### src/rtl/irq_aggr_pkg.sv
package irq_aggr_pkg;

    localparam int DATA_W        = 8;
    localparam int ADDR_W        = 10;
    localparam int LINE_IDX_W    = 3;
    localparam int LINES_PER_BLK = 1 << LINE_IDX_W;

    localparam int OFS_ROOT = 0;
    localparam int OFS_MST0 = 1;
    localparam int OFS_SEL  = 5;
    localparam int OFS_STAT = 6;
    localparam int OFS_CFG  = 7;
    localparam int OFS_LIVE = 8;

    typedef struct packed {
        logic lvl;
        logic mask_fall;
        logic mask_rise;
    } line_cfg_t;

    typedef struct packed {
        logic                  commit;
        logic [LINE_IDX_W-1:0] idx;
        logic                  clr;
        line_cfg_t             cfg;
    } cfg_cmd_t;

    localparam line_cfg_t CFG_RESET = '{lvl: 1'b0, mask_fall: 1'b1, mask_rise: 1'b1};

    function automatic cfg_cmd_t decode_cfg(input logic [DATA_W-1:0] b);
        cfg_cmd_t c;
        c.commit        = b[7];
        c.idx           = b[6:4];
        c.clr           = b[3];
        c.cfg.mask_rise = b[2];
        c.cfg.mask_fall = b[1];
        c.cfg.lvl       = b[0];
        return c;
    endfunction

endpackage

### src/rtl/irq_line.sv
module irq_line
    import irq_aggr_pkg::*;
(
    input  logic      clk,
    input  logic      rst,
    input  logic      src_i,
    input  logic      we_i,
    input  line_cfg_t cfg_i,
    input  logic      clr_i,
    output logic      stat_o,
    output line_cfg_t cfg_o,
    output logic      live_o
);
    line_cfg_t cfg_q;
    logic      stat_q;
    logic      prev_q;
    logic      edge_hit;
    logic      lvl_hit;
    logic      stat_d;

    always_comb begin
        edge_hit = (src_i & ~prev_q & ~cfg_q.mask_rise) |
                   (~src_i & prev_q & ~cfg_q.mask_fall);
        lvl_hit  = (src_i & ~cfg_q.mask_rise) | (~src_i & ~cfg_q.mask_fall);
        stat_d   = cfg_q.lvl ? lvl_hit : (stat_q | edge_hit);
    end

    always_ff @(posedge clk) begin
        if (rst) begin
            cfg_q  <= CFG_RESET;
            stat_q <= 1'b0;
            prev_q <= 1'b0;
        end else begin
            prev_q <= src_i;
            if (we_i) cfg_q <= cfg_i;
            stat_q <= stat_d & ~(we_i & clr_i);
        end
    end

    assign stat_o = stat_q;
    assign cfg_o  = cfg_q;
    assign live_o = stat_q & ~(cfg_q.mask_fall & cfg_q.mask_rise);
endmodule

### src/rtl/irq_summary.sv
module irq_summary
    import irq_aggr_pkg::*;
#(
    parameter int N_SRC        = 256,
    parameter int BLKS_PER_MST = 8
) (
    input  logic [N_SRC-1:0]             live_i,
    output logic [N_SRC/LINES_PER_BLK-1:0] blk_sum_o,
    output logic [DATA_W-1:0]            root_o,
    output logic                         irq_o
);
    localparam int N_BLK = N_SRC / LINES_PER_BLK;
    localparam int N_MST = N_BLK / BLKS_PER_MST;

    logic [N_MST-1:0] mst_any;

    for (genvar b = 0; b < N_BLK; b++) begin : g_blk
        assign blk_sum_o[b] = |live_i[b*LINES_PER_BLK +: LINES_PER_BLK];
    end

    for (genvar m = 0; m < N_MST; m++) begin : g_mst
        assign mst_any[m] = |blk_sum_o[m*BLKS_PER_MST +: BLKS_PER_MST];
    end

    always_comb begin
        root_o = '0;
        for (int m = 0; m < N_MST; m++) root_o[m+1] = mst_any[m];
    end

    assign irq_o = |root_o;
endmodule

### src/rtl/irq_regport.sv
module irq_regport
    import irq_aggr_pkg::*;
#(
    parameter int              N_SRC        = 256,
    parameter int              BLKS_PER_MST = 8,
    parameter logic [ADDR_W-1:0] BASE       = 10'h1BB
) (
    input  logic                 clk,
    input  logic                 rst,
    input  logic [ADDR_W-1:0]    addr_i,
    input  logic [DATA_W-1:0]    wdata_i,
    input  logic                 wr_i,
    input  logic                 rd_i,
    input  logic [N_SRC-1:0]     stat_i,
    input  logic [N_SRC-1:0]     src_i,
    input  logic [N_SRC/LINES_PER_BLK-1:0] blk_sum_i,
    input  logic [DATA_W-1:0]    root_i,
    output logic [DATA_W-1:0]    rdata_o,
    output logic                 cfg_we_o,
    output logic [$clog2(N_SRC)-1:0] cfg_line_o,
    output line_cfg_t            cfg_val_o,
    output logic                 cfg_clr_o,
    output logic [DATA_W-1:0]    sel_o
);
    localparam int N_BLK  = N_SRC / LINES_PER_BLK;
    localparam int N_MST  = N_BLK / BLKS_PER_MST;
    localparam int BLK_W  = $clog2(N_BLK);
    localparam int LINE_W = $clog2(N_SRC);

    logic [DATA_W-1:0] sel_q;
    logic [DATA_W-1:0] rdata_q;
    logic [DATA_W-1:0] rd_val;
    logic              sel_ok;
    logic [LINE_W-1:0] blk_base;
    cfg_cmd_t          cmd;

    assign sel_ok   = (sel_q < DATA_W'(N_BLK));
    assign blk_base = {sel_q[BLK_W-1:0], {LINE_IDX_W{1'b0}}};
    assign cmd      = decode_cfg(wdata_i);

    assign cfg_we_o   = wr_i && (addr_i == BASE + ADDR_W'(OFS_CFG)) && cmd.commit && sel_ok;
    assign cfg_line_o = {sel_q[BLK_W-1:0], cmd.idx};
    assign cfg_val_o  = cmd.cfg;
    assign cfg_clr_o  = cmd.clr;
    assign sel_o      = sel_q;

    always_comb begin
        rd_val = '0;
        if (addr_i == BASE + ADDR_W'(OFS_ROOT)) rd_val = root_i;
        for (int m = 0; m < N_MST; m++)
            if (addr_i == BASE + ADDR_W'(OFS_MST0 + m))
                rd_val = blk_sum_i[m*BLKS_PER_MST +: BLKS_PER_MST];
        if (addr_i == BASE + ADDR_W'(OFS_SEL)) rd_val = sel_q;
        if (addr_i == BASE + ADDR_W'(OFS_STAT) && sel_ok) rd_val = stat_i[blk_base +: LINES_PER_BLK];
        if (addr_i == BASE + ADDR_W'(OFS_LIVE) && sel_ok) rd_val = src_i[blk_base +: LINES_PER_BLK];
    end

    always_ff @(posedge clk) begin
        if (rst) begin
            sel_q   <= '0;
            rdata_q <= '0;
        end else begin
            if (wr_i && addr_i == BASE + ADDR_W'(OFS_SEL)) sel_q <= wdata_i;
            if (rd_i) rdata_q <= rd_val;
        end
    end

    assign rdata_o = rdata_q;
endmodule

### src/rtl/irq_aggr_top.sv
module irq_aggr_top
    import irq_aggr_pkg::*;
#(
    parameter int                N_SOURCES    = 256,
    parameter int                BLKS_PER_MST = 8,
    parameter logic [ADDR_W-1:0] BASE_ADDR    = 10'h1BB
) (
    input  logic                 clk,
    input  logic                 rst,
    input  logic [N_SOURCES-1:0] src_i,
    input  logic [ADDR_W-1:0]    addr_i,
    input  logic [DATA_W-1:0]    wdata_i,
    input  logic                 wr_i,
    input  logic                 rd_i,
    output logic [DATA_W-1:0]    rdata_o,
    output logic                 irq_o
);
    localparam int N_BLK  = N_SOURCES / LINES_PER_BLK;
    localparam int LINE_W = $clog2(N_SOURCES);

    logic [N_SOURCES-1:0]            stat_all;
    logic [N_SOURCES-1:0]            live_all;
    line_cfg_t [N_SOURCES-1:0]       cfg_all;
    logic [N_BLK-1:0]                blk_sum;
    logic [DATA_W-1:0]               root;
    logic [DATA_W-1:0]               blk_sel;
    logic                            cfg_we;
    logic [LINE_W-1:0]               cfg_line;
    line_cfg_t                       cfg_val;
    logic                            cfg_clr;

    for (genvar i = 0; i < N_SOURCES; i++) begin : g_line
        irq_line u_line (
            .clk    (clk),
            .rst    (rst),
            .src_i  (src_i[i]),
            .we_i   (cfg_we && (cfg_line == LINE_W'(i))),
            .cfg_i  (cfg_val),
            .clr_i  (cfg_clr),
            .stat_o (stat_all[i]),
            .cfg_o  (cfg_all[i]),
            .live_o (live_all[i])
        );
    end

    irq_summary #(.N_SRC(N_SOURCES), .BLKS_PER_MST(BLKS_PER_MST)) u_sum (
        .live_i    (live_all),
        .blk_sum_o (blk_sum),
        .root_o    (root),
        .irq_o     (irq_o)
    );

    irq_regport #(.N_SRC(N_SOURCES), .BLKS_PER_MST(BLKS_PER_MST), .BASE(BASE_ADDR)) u_port (
        .clk        (clk),
        .rst        (rst),
        .addr_i     (addr_i),
        .wdata_i    (wdata_i),
        .wr_i       (wr_i),
        .rd_i       (rd_i),
        .stat_i     (stat_all),
        .src_i      (src_i),
        .blk_sum_i  (blk_sum),
        .root_i     (root),
        .rdata_o    (rdata_o),
        .cfg_we_o   (cfg_we),
        .cfg_line_o (cfg_line),
        .cfg_val_o  (cfg_val),
        .cfg_clr_o  (cfg_clr),
        .sel_o      (blk_sel)
    );
endmodule

### config.mk
export PLATFORM = sky130hd
export DESIGN_NAME = irq_aggr_top
export DESIGN_NICKNAME = d
export VERILOG_FILES = /design/src/rtl/irq_aggr_pkg.sv /design/src/rtl/irq_line.sv /design/src/rtl/irq_summary.sv /design/src/rtl/irq_regport.sv /design/src/rtl/irq_aggr_top.sv
export SDC_FILE = /design/constraint.sdc
export NUM_CORES = 2
export LEC_CHECK = 0
export BUFFER_PORTS_ARGS = -buffer_cell sky130_fd_sc_hd__buf_2
export CORE_AREA = 4 4 312 314
export DETAILED_ROUTE_END_ITERATION = 8
export DIE_AREA = 0 0 316 318
export PLACE_DENSITY = 0.87
export SETUP_SLACK_MARGIN = 0.15
export SLEW_MARGIN = 20
export SYNTH_ARGS = -nofsm -noshare
export SYNTH_HDL_FRONTEND = slang
export SYNTH_SLANG_ARGS = --single-unit
### constraint.sdc
create_clock -name clk -period 4.2 [get_ports clk]
set_input_delay 0.42 -clock clk [delete_from_list [all_inputs] [get_ports clk]]
set_output_delay 0.42 -clock clk [all_outputs]
set_load 0.02 [all_outputs]
---- Word level (Yosys, flattened, before mapping) ----
Cells that the tools add are included.
cells by class
  add/sub/neg operators ................... 0
  multiply operators ...................... 0
  div/mod/pow operators ................... 0
  order comparisons ....................... 1
  equality and inequality tests ........... 264
  shifts and indexed selects .............. 2
  multiplexer cells ....................... 264
  bitwise gates (word level) .............. 4,864
  reduce and logical (&&, ||, !) cells .... 300
operators by type and width
  cell                                                         number
  AND 1 bit                                                    2,560
  NOT 1 bit                                                    1,536
  equality test 8 bit (second input constant)                  128
  OR 1 bit                                                     768
  equality test 8 x 7 -> 1 bit (second input constant)         64
  variable part select 256 x 9 -> 8 bit                        2
  logical AND 1 bit                                            262
  equality test 8 x 6 -> 1 bit (second input constant)         32
  2-to-1 mux 1 bit                                             256
  OR reduction 256 bit                                         1
  OR reduction 64 bit                                          4
  OR reduction 8 bit                                           32
  equality test 8 x 5 -> 1 bit (second input constant)         16
  equality test 10 x 9 -> 1 bit (second input constant)        9
  equality test 8 x 4 -> 1 bit (second input constant)         8
  2-to-1 mux 8 bit                                             7
  equality test 8 x 3 -> 1 bit (second input constant)         4
  equality test 8 x 2 -> 1 bit (second input constant)         2
  equality test 8 x 1 -> 1 bit (second input constant)         1
  logical NOT 8 bit                                            1
  less-than comparator 8 x 6 -> 1 bit (second input constant)  1
  2-to-1 mux 5 bit                                             1
word-level totals
  bits in registers ....................... 1,296
  bits in latches ......................... 0
  bits in writable memories ............... 0
  ROM bits ................................ 0
  input bits .............................. 278
  output and inout port bits .............. 9
  memories ................................ 0

---- Depth between registers and ports, before layout ----
  depth in word-level cells ............... 12
  mapped depth ............................ 11

---- Modules after synthesis ----
Synthesis repeated with hierarchy kept, for this count alone.
unflattened totals
  cell total of the unflattened synthesis .. 6,185
  area, all modules ....................... 61,630.4 um^2
modules (own cells, without submodules)
  module        times used  cells each  area each (um^2)  seq. area each (um^2)
  irq_line      256         20          207.7             100.1
  irq_regport   1           570         5,657.9           320.3
  irq_aggr_top  1           373         2,099.5           0.0
  irq_summary   1           122         701.9             0.0

---- Worst setup path before layout ----
OpenSTA, ideal clock, no wires.
  kind .................................... in2reg
  from .................................... input port addr_i[0]
  to ...................................... register g_line[228].u_line.stat_q
  setup time .............................. 0.129 ns
  arrival time ............................ 2.209 ns
  required time ........................... 4.071 ns
  setup slack ............................. 1.862 ns
  stages .................................. 7
  buffers on the path ..................... 2
  cell sequence ........................... clkbuf_1 -> inv_1 -> nand4_2 -> or4_1 -> nor3_2 -> buf_2 -> a21oi_1
between the ends
  word-level cells in the longest chain between the ends .. 8
RTL lines
  element                         RTL line            RTL
  start, declared                 irq_aggr_top.sv:11  input logic [ADDR_W-1:0] addr_i,
  equality test 10 x 9 -> 1 bit   irq_regport.sv:41   assign cfg_we_o = wr_i && (addr_i == BASE + ADDR_W'(OFS_CFG)) && cmd.commit && sel_ok;
  logical AND 1 bit (3 in a row)  irq_regport.sv:41
  logical AND 1 bit               irq_aggr_top.sv:37  .we_i (cfg_we && (cfg_line == LINE_W'(i))),
  AND 1 bit                       irq_line.sv:36      stat_q <= stat_d & ~(we_i & clr_i);
  NOT 1 bit                       irq_line.sv:36
  AND 1 bit                       irq_line.sv:36
  end signal, assigned            irq_line.sv:36
  end, declared                   irq_line.sv:15      logic stat_q;
Every way passes these cells.
A chain may end at the register's enable or synchronous reset.

---- Worst setup path in the final report ----
  from .................................... register g_line[164].u_line.cfg_q, in the netlist g_line[164].u_line.cfg_o[0]
  to ...................................... output port irq_o
between the ends
  word-level cells in the longest chain between the ends .. 4
RTL lines
  element                 RTL line            RTL
  start, declared         irq_line.sv:14      line_cfg_t cfg_q;
  start signal, assigned  irq_line.sv:35      if (we_i) cfg_q <= cfg_i;
  AND 1 bit               irq_line.sv:42      assign live_o = stat_q & ~(cfg_q.mask_fall & cfg_q.mask_rise);
  NOT 1 bit               irq_line.sv:42
  AND 1 bit               irq_line.sv:42
  OR reduction 256 bit    irq_summary.sv:30   assign irq_o = |root_o;
  end, declared           irq_aggr_top.sv:16  output logic irq_o
Every way passes these cells.

==> results.sh <==
export IMPL_status="finished with violations"
export IMPL_violations="design-rule violations, negative setup slack"
export IMPL_r2r_end="g_line[149].u_line.cfg_o[2]"
export IMPL_fin_skew_ns=0.0365
export IMPL_synth_cell_types=53
export IMPL_r2r_cells=9
export IMPL_synth_ff_type="dfxtp_1"
export IMPL_path_common_cell="nand4_1"
export IMPL_ys_ff_latch=1296
export IMPL_reg2reg_slack_ns=0.58
export IMPL_intPower_uw=19700
export IMPL_max_slew_worst_pin_slew_ns=1.35
export IMPL_place_inst=8163
export IMPL_cts_root_buf="clkbuf_16"
export IMPL_die_h_um=318
export IMPL_slew_viol_final=0
export IMPL_final_core_util_pct=75.0
export IMPL_endpoint_kind="output pin"
export IMPL_power_share_combinational_pct=5.7
export IMPL_max_stage_delay_ns=0.82
export IMPL_die_area_um2=100000
export IMPL_synth_commonest_cells="1296 x dfxtp_1, 778 x nor2b_1, 600 x a21oi_1"
export IMPL_synth_edf_count=0
export IMPL_h_tree_depth=4
export IMPL_core_um2=94600
export IMPL_instances_no_fill=8661
export IMPL_fmax_ghz=0.235
export IMPL_drt_pass1_iter_count=9
export IMPL_final_setup_worst_slack_ns=-0.0507
export IMPL_wl_per_cell_um=27.1
export IMPL_required_ns=3.78
export IMPL_relSlewSlack_pct=9.41
export IMPL_drt_iter0_markers=9619
export IMPL_hpwlAfterDp_mm=152
export IMPL_fin_crit_sh_pct=101
export IMPL_crit_path_end="irq_o"
export IMPL_clkSlewWorstSetupHoldPaths_ns=0.06
export IMPL_critPathSlowestCell="a2111oi_1"
export IMPL_path_max_fanout=3
export IMPL_portBuffers=286
export IMPL_start_util_pct=64.4
export IMPL_syn_inst=6832
export IMPL_multiInputGateArea_um2=32400
export IMPL_routed_wl_mm=234
export IMPL_cts_max_path_buffers=3
export IMPL_switching_power_uw=6120
export IMPL_grt_remaining_overflow=0
export IMPL_ir_worst_vdd_uv=303
export IMPL_nets=7537
export IMPL_cts_tree="yes"
export IMPL_startpoint="g_line[164].u_line.cfg_o[0]"
export IMPL_synth_warnings=0
export IMPL_track_usage_pct=44.7
export IMPL_yosysTopAreaCellShare_pct=42.6
export IMPL_pin_count=287
export IMPL_maxCapViolations=0
export IMPL_switching_share_pct=23.7
export IMPL_synth_nets=7110
export IMPL_clk_latency_ns=0.76
export IMPL_cts_sink_count=1296
export IMPL_synthArstFlopShare_pct=0
export IMPL_rsz0062_at_grt="no"
export IMPL_p_leak_uw=0.0243
export IMPL_synth_top_area_cell="dfxtp_1"
export IMPL_min_period_ns=4.25
export IMPL_drive_above_1_share_pct=14.9
export IMPL_syn_area_um2=60900
export IMPL_ant_nets=0
export IMPL_num_fill_cells=6077
export IMPL_powerDensity_nw_per_um2=364
export IMPL_placementRows=113
export IMPL_power_frac_seq_pct=48.4
export IMPL_area_growth_pct=16.4
export IMPL_postCtsSetupBuffers=0
export IMPL_drc=2
export IMPL_crit_arrival_ns=3.83
export IMPL_regArea_um2=26000
export IMPL_final_hold_viol_count=0
export IMPL_synth_area_leaders="dfxtp_1 43%, nor2b_1 8.0%, a211o_1 7.4%"
export IMPL_synth_most_common_cell="dfxtp_1"
export IMPL_setup_viol=1
export IMPL_via_count=59800
export IMPL_antenna_found_initial=49
export IMPL_place_congestion=1.07
export IMPL_numCtsBuffers=135
export IMPL_yosysSeqAreaShare_pct=42.6
export IMPL_crit_type="reg2out"
export IMPL_path_cells="a21boi_0 > a2111oi_1 > nand4_1 > nor4_1 > buf_4 > nand4_1 > buf_2"
export IMPL_grt_max_degree=120
export IMPL_finalPower_uw=25800
export IMPL_synth_avg_cell_area_um2=8.91
export IMPL_startpoint_type="flop"
export IMPL_die_width_um=316
export IMPL_clockPowerShare_pct=45.9
export IMPL_grt_pass1_wl_mm=343
export IMPL_hold_class="in2reg"
export IMPL_viasPerCell=6.91
export IMPL_grt_pass1_vias=56100
export IMPL_regToRegStartpoint="u_port.sel_o[7]"
-- worst min path at each step --
| stage | start | endpoint | slack [ns] | depth (start not counted) |
|---|---|---|---|---|
| final | src_i[255] | g_line[255].u_line.prev_q | 0.01 | 2 |
| after floorplan | g_line[206].u_line.cfg_o[2] | g_line[206].u_line.cfg_o[2] | 0.46 | 2 |
| after global routing | src_i[233] | g_line[233].u_line.prev_q | 0.01 | 2 |
| after detailed placement | g_line[70].u_line.cfg_o[2] | g_line[70].u_line.cfg_o[2] | 0.48 | 2 |
| after global placement | g_line[167].u_line.cfg_o[2] | g_line[167].u_line.cfg_o[2] | 0.47 | 2 |
| after CTS | src_i[46] | g_line[46].u_line.prev_q | 0.003 | 2 |
-- metrics by stage --
step / worst slack [ns] / instance area [um2] / hold slack (ns) / setup TNS (ns)
floorplan: 1.86 / 60900 / 0.462 / 0
global placement: 0.424 / 64200 / 0.471 / 0
detailed placement: 0.730 / 64200 / 0.478 / 0
CTS: 0.154 / 70800 / 0.00265 / 0
global route: 0.157 / 70800 / 0.0124 / 0
finish: -0.0507 / 70900 / 0.0136 / -0.0507
-- layout by cell type (no fill, tap or decap), types with 32 or more instances in the layout --
master | Yosys | final
a31oi_1 | 78 | 78
nor2b_1 | 778 | 778
buf_12 | 0 | 32
a211o_1 | 512 | 512
o22ai_1 | 196 | 196
nor2_1 | 161 | 155
or2_2 | 64 | 64
a21oi_1 | 600 | 600
nor3_1 | 192 | 192
buf_4 | 10 | 164
a2111oi_0 | 66 | 40
o21ai_0 | 469 | 469
clkbuf_16 | 0 | 142
nand2_1 | 586 | 570
inv_1 | 262 | 262
nor2_2 | 164 | 170
mux2i_1 | 279 | 279
buf_2 | 57 | 282
dfxtp_1 | 1296 | 1293
mux4_2 | 142 | 142
nand2b_1 | 196 | 196
a21boi_0 | 192 | 192
diode_2 | 0 | 42
o31ai_1 | 65 | 65
clkbuf_1 | 332 | 37
dlygate4sd3_1 | 0 | 224
-- critical path, delay by kind of cell (launching register included) --
kind            cells  cell delay [ns]
compound gates      2             1.12
simple gates        3             1.12
buf+inv             2             0.50
flops               1             0.35
-- sequential cells by signal, summed over array words and instances, names as in the netlist --
register,count
g_line.u_line.prev_q,256
u_port.sel_o,8
u_port.rdata_o,8
g_line.u_line.cfg_o,768
g_line.u_line.stat_o,256
-- per-layer routing --
layer,global-route usage [%],part of all wire (%)
met3,17.5,16
met1,54.2,33
met2,63.7,41
met5,0.725,0.15
met4,33.4,9.7
-- kinds of logic after synthesis --
kind of cell | synth area share [%]
compound gates | 23.5
buf+inv | 4.44
flops | 42.6
mux | 9.95
simple gates | 19.5
-- timing repair --
action,in CTS,in global routing
endpoints found under the hold margin,223,1
cloned,0,0
hold buffers,223,1
endpoints found under the setup margin,1,1
resized for setup,5,8
-- final cells by class --
cell class                 count  area share, %
sequential                  1296           36.6
tap                         1265           2.23
multi-input combinational   4857           45.7
timing repair buffer         706           7.88
inverter                     263           1.39
clock inverter                26          0.330
antenna                       42          0.148
clock buffer                 206           5.73
-- power by group through the flow --
stage	combinational, uW	clock, uW	sequential [uW]
floorplan	609	0	12800
global placement	1180	0	12800
finish	1480	11800	12500
detailed placement	1200	0	12800
global route	1510	12300	12500
CTS	1390	11700	12500
No activity file was read; power rests on OpenSTA's default activity.
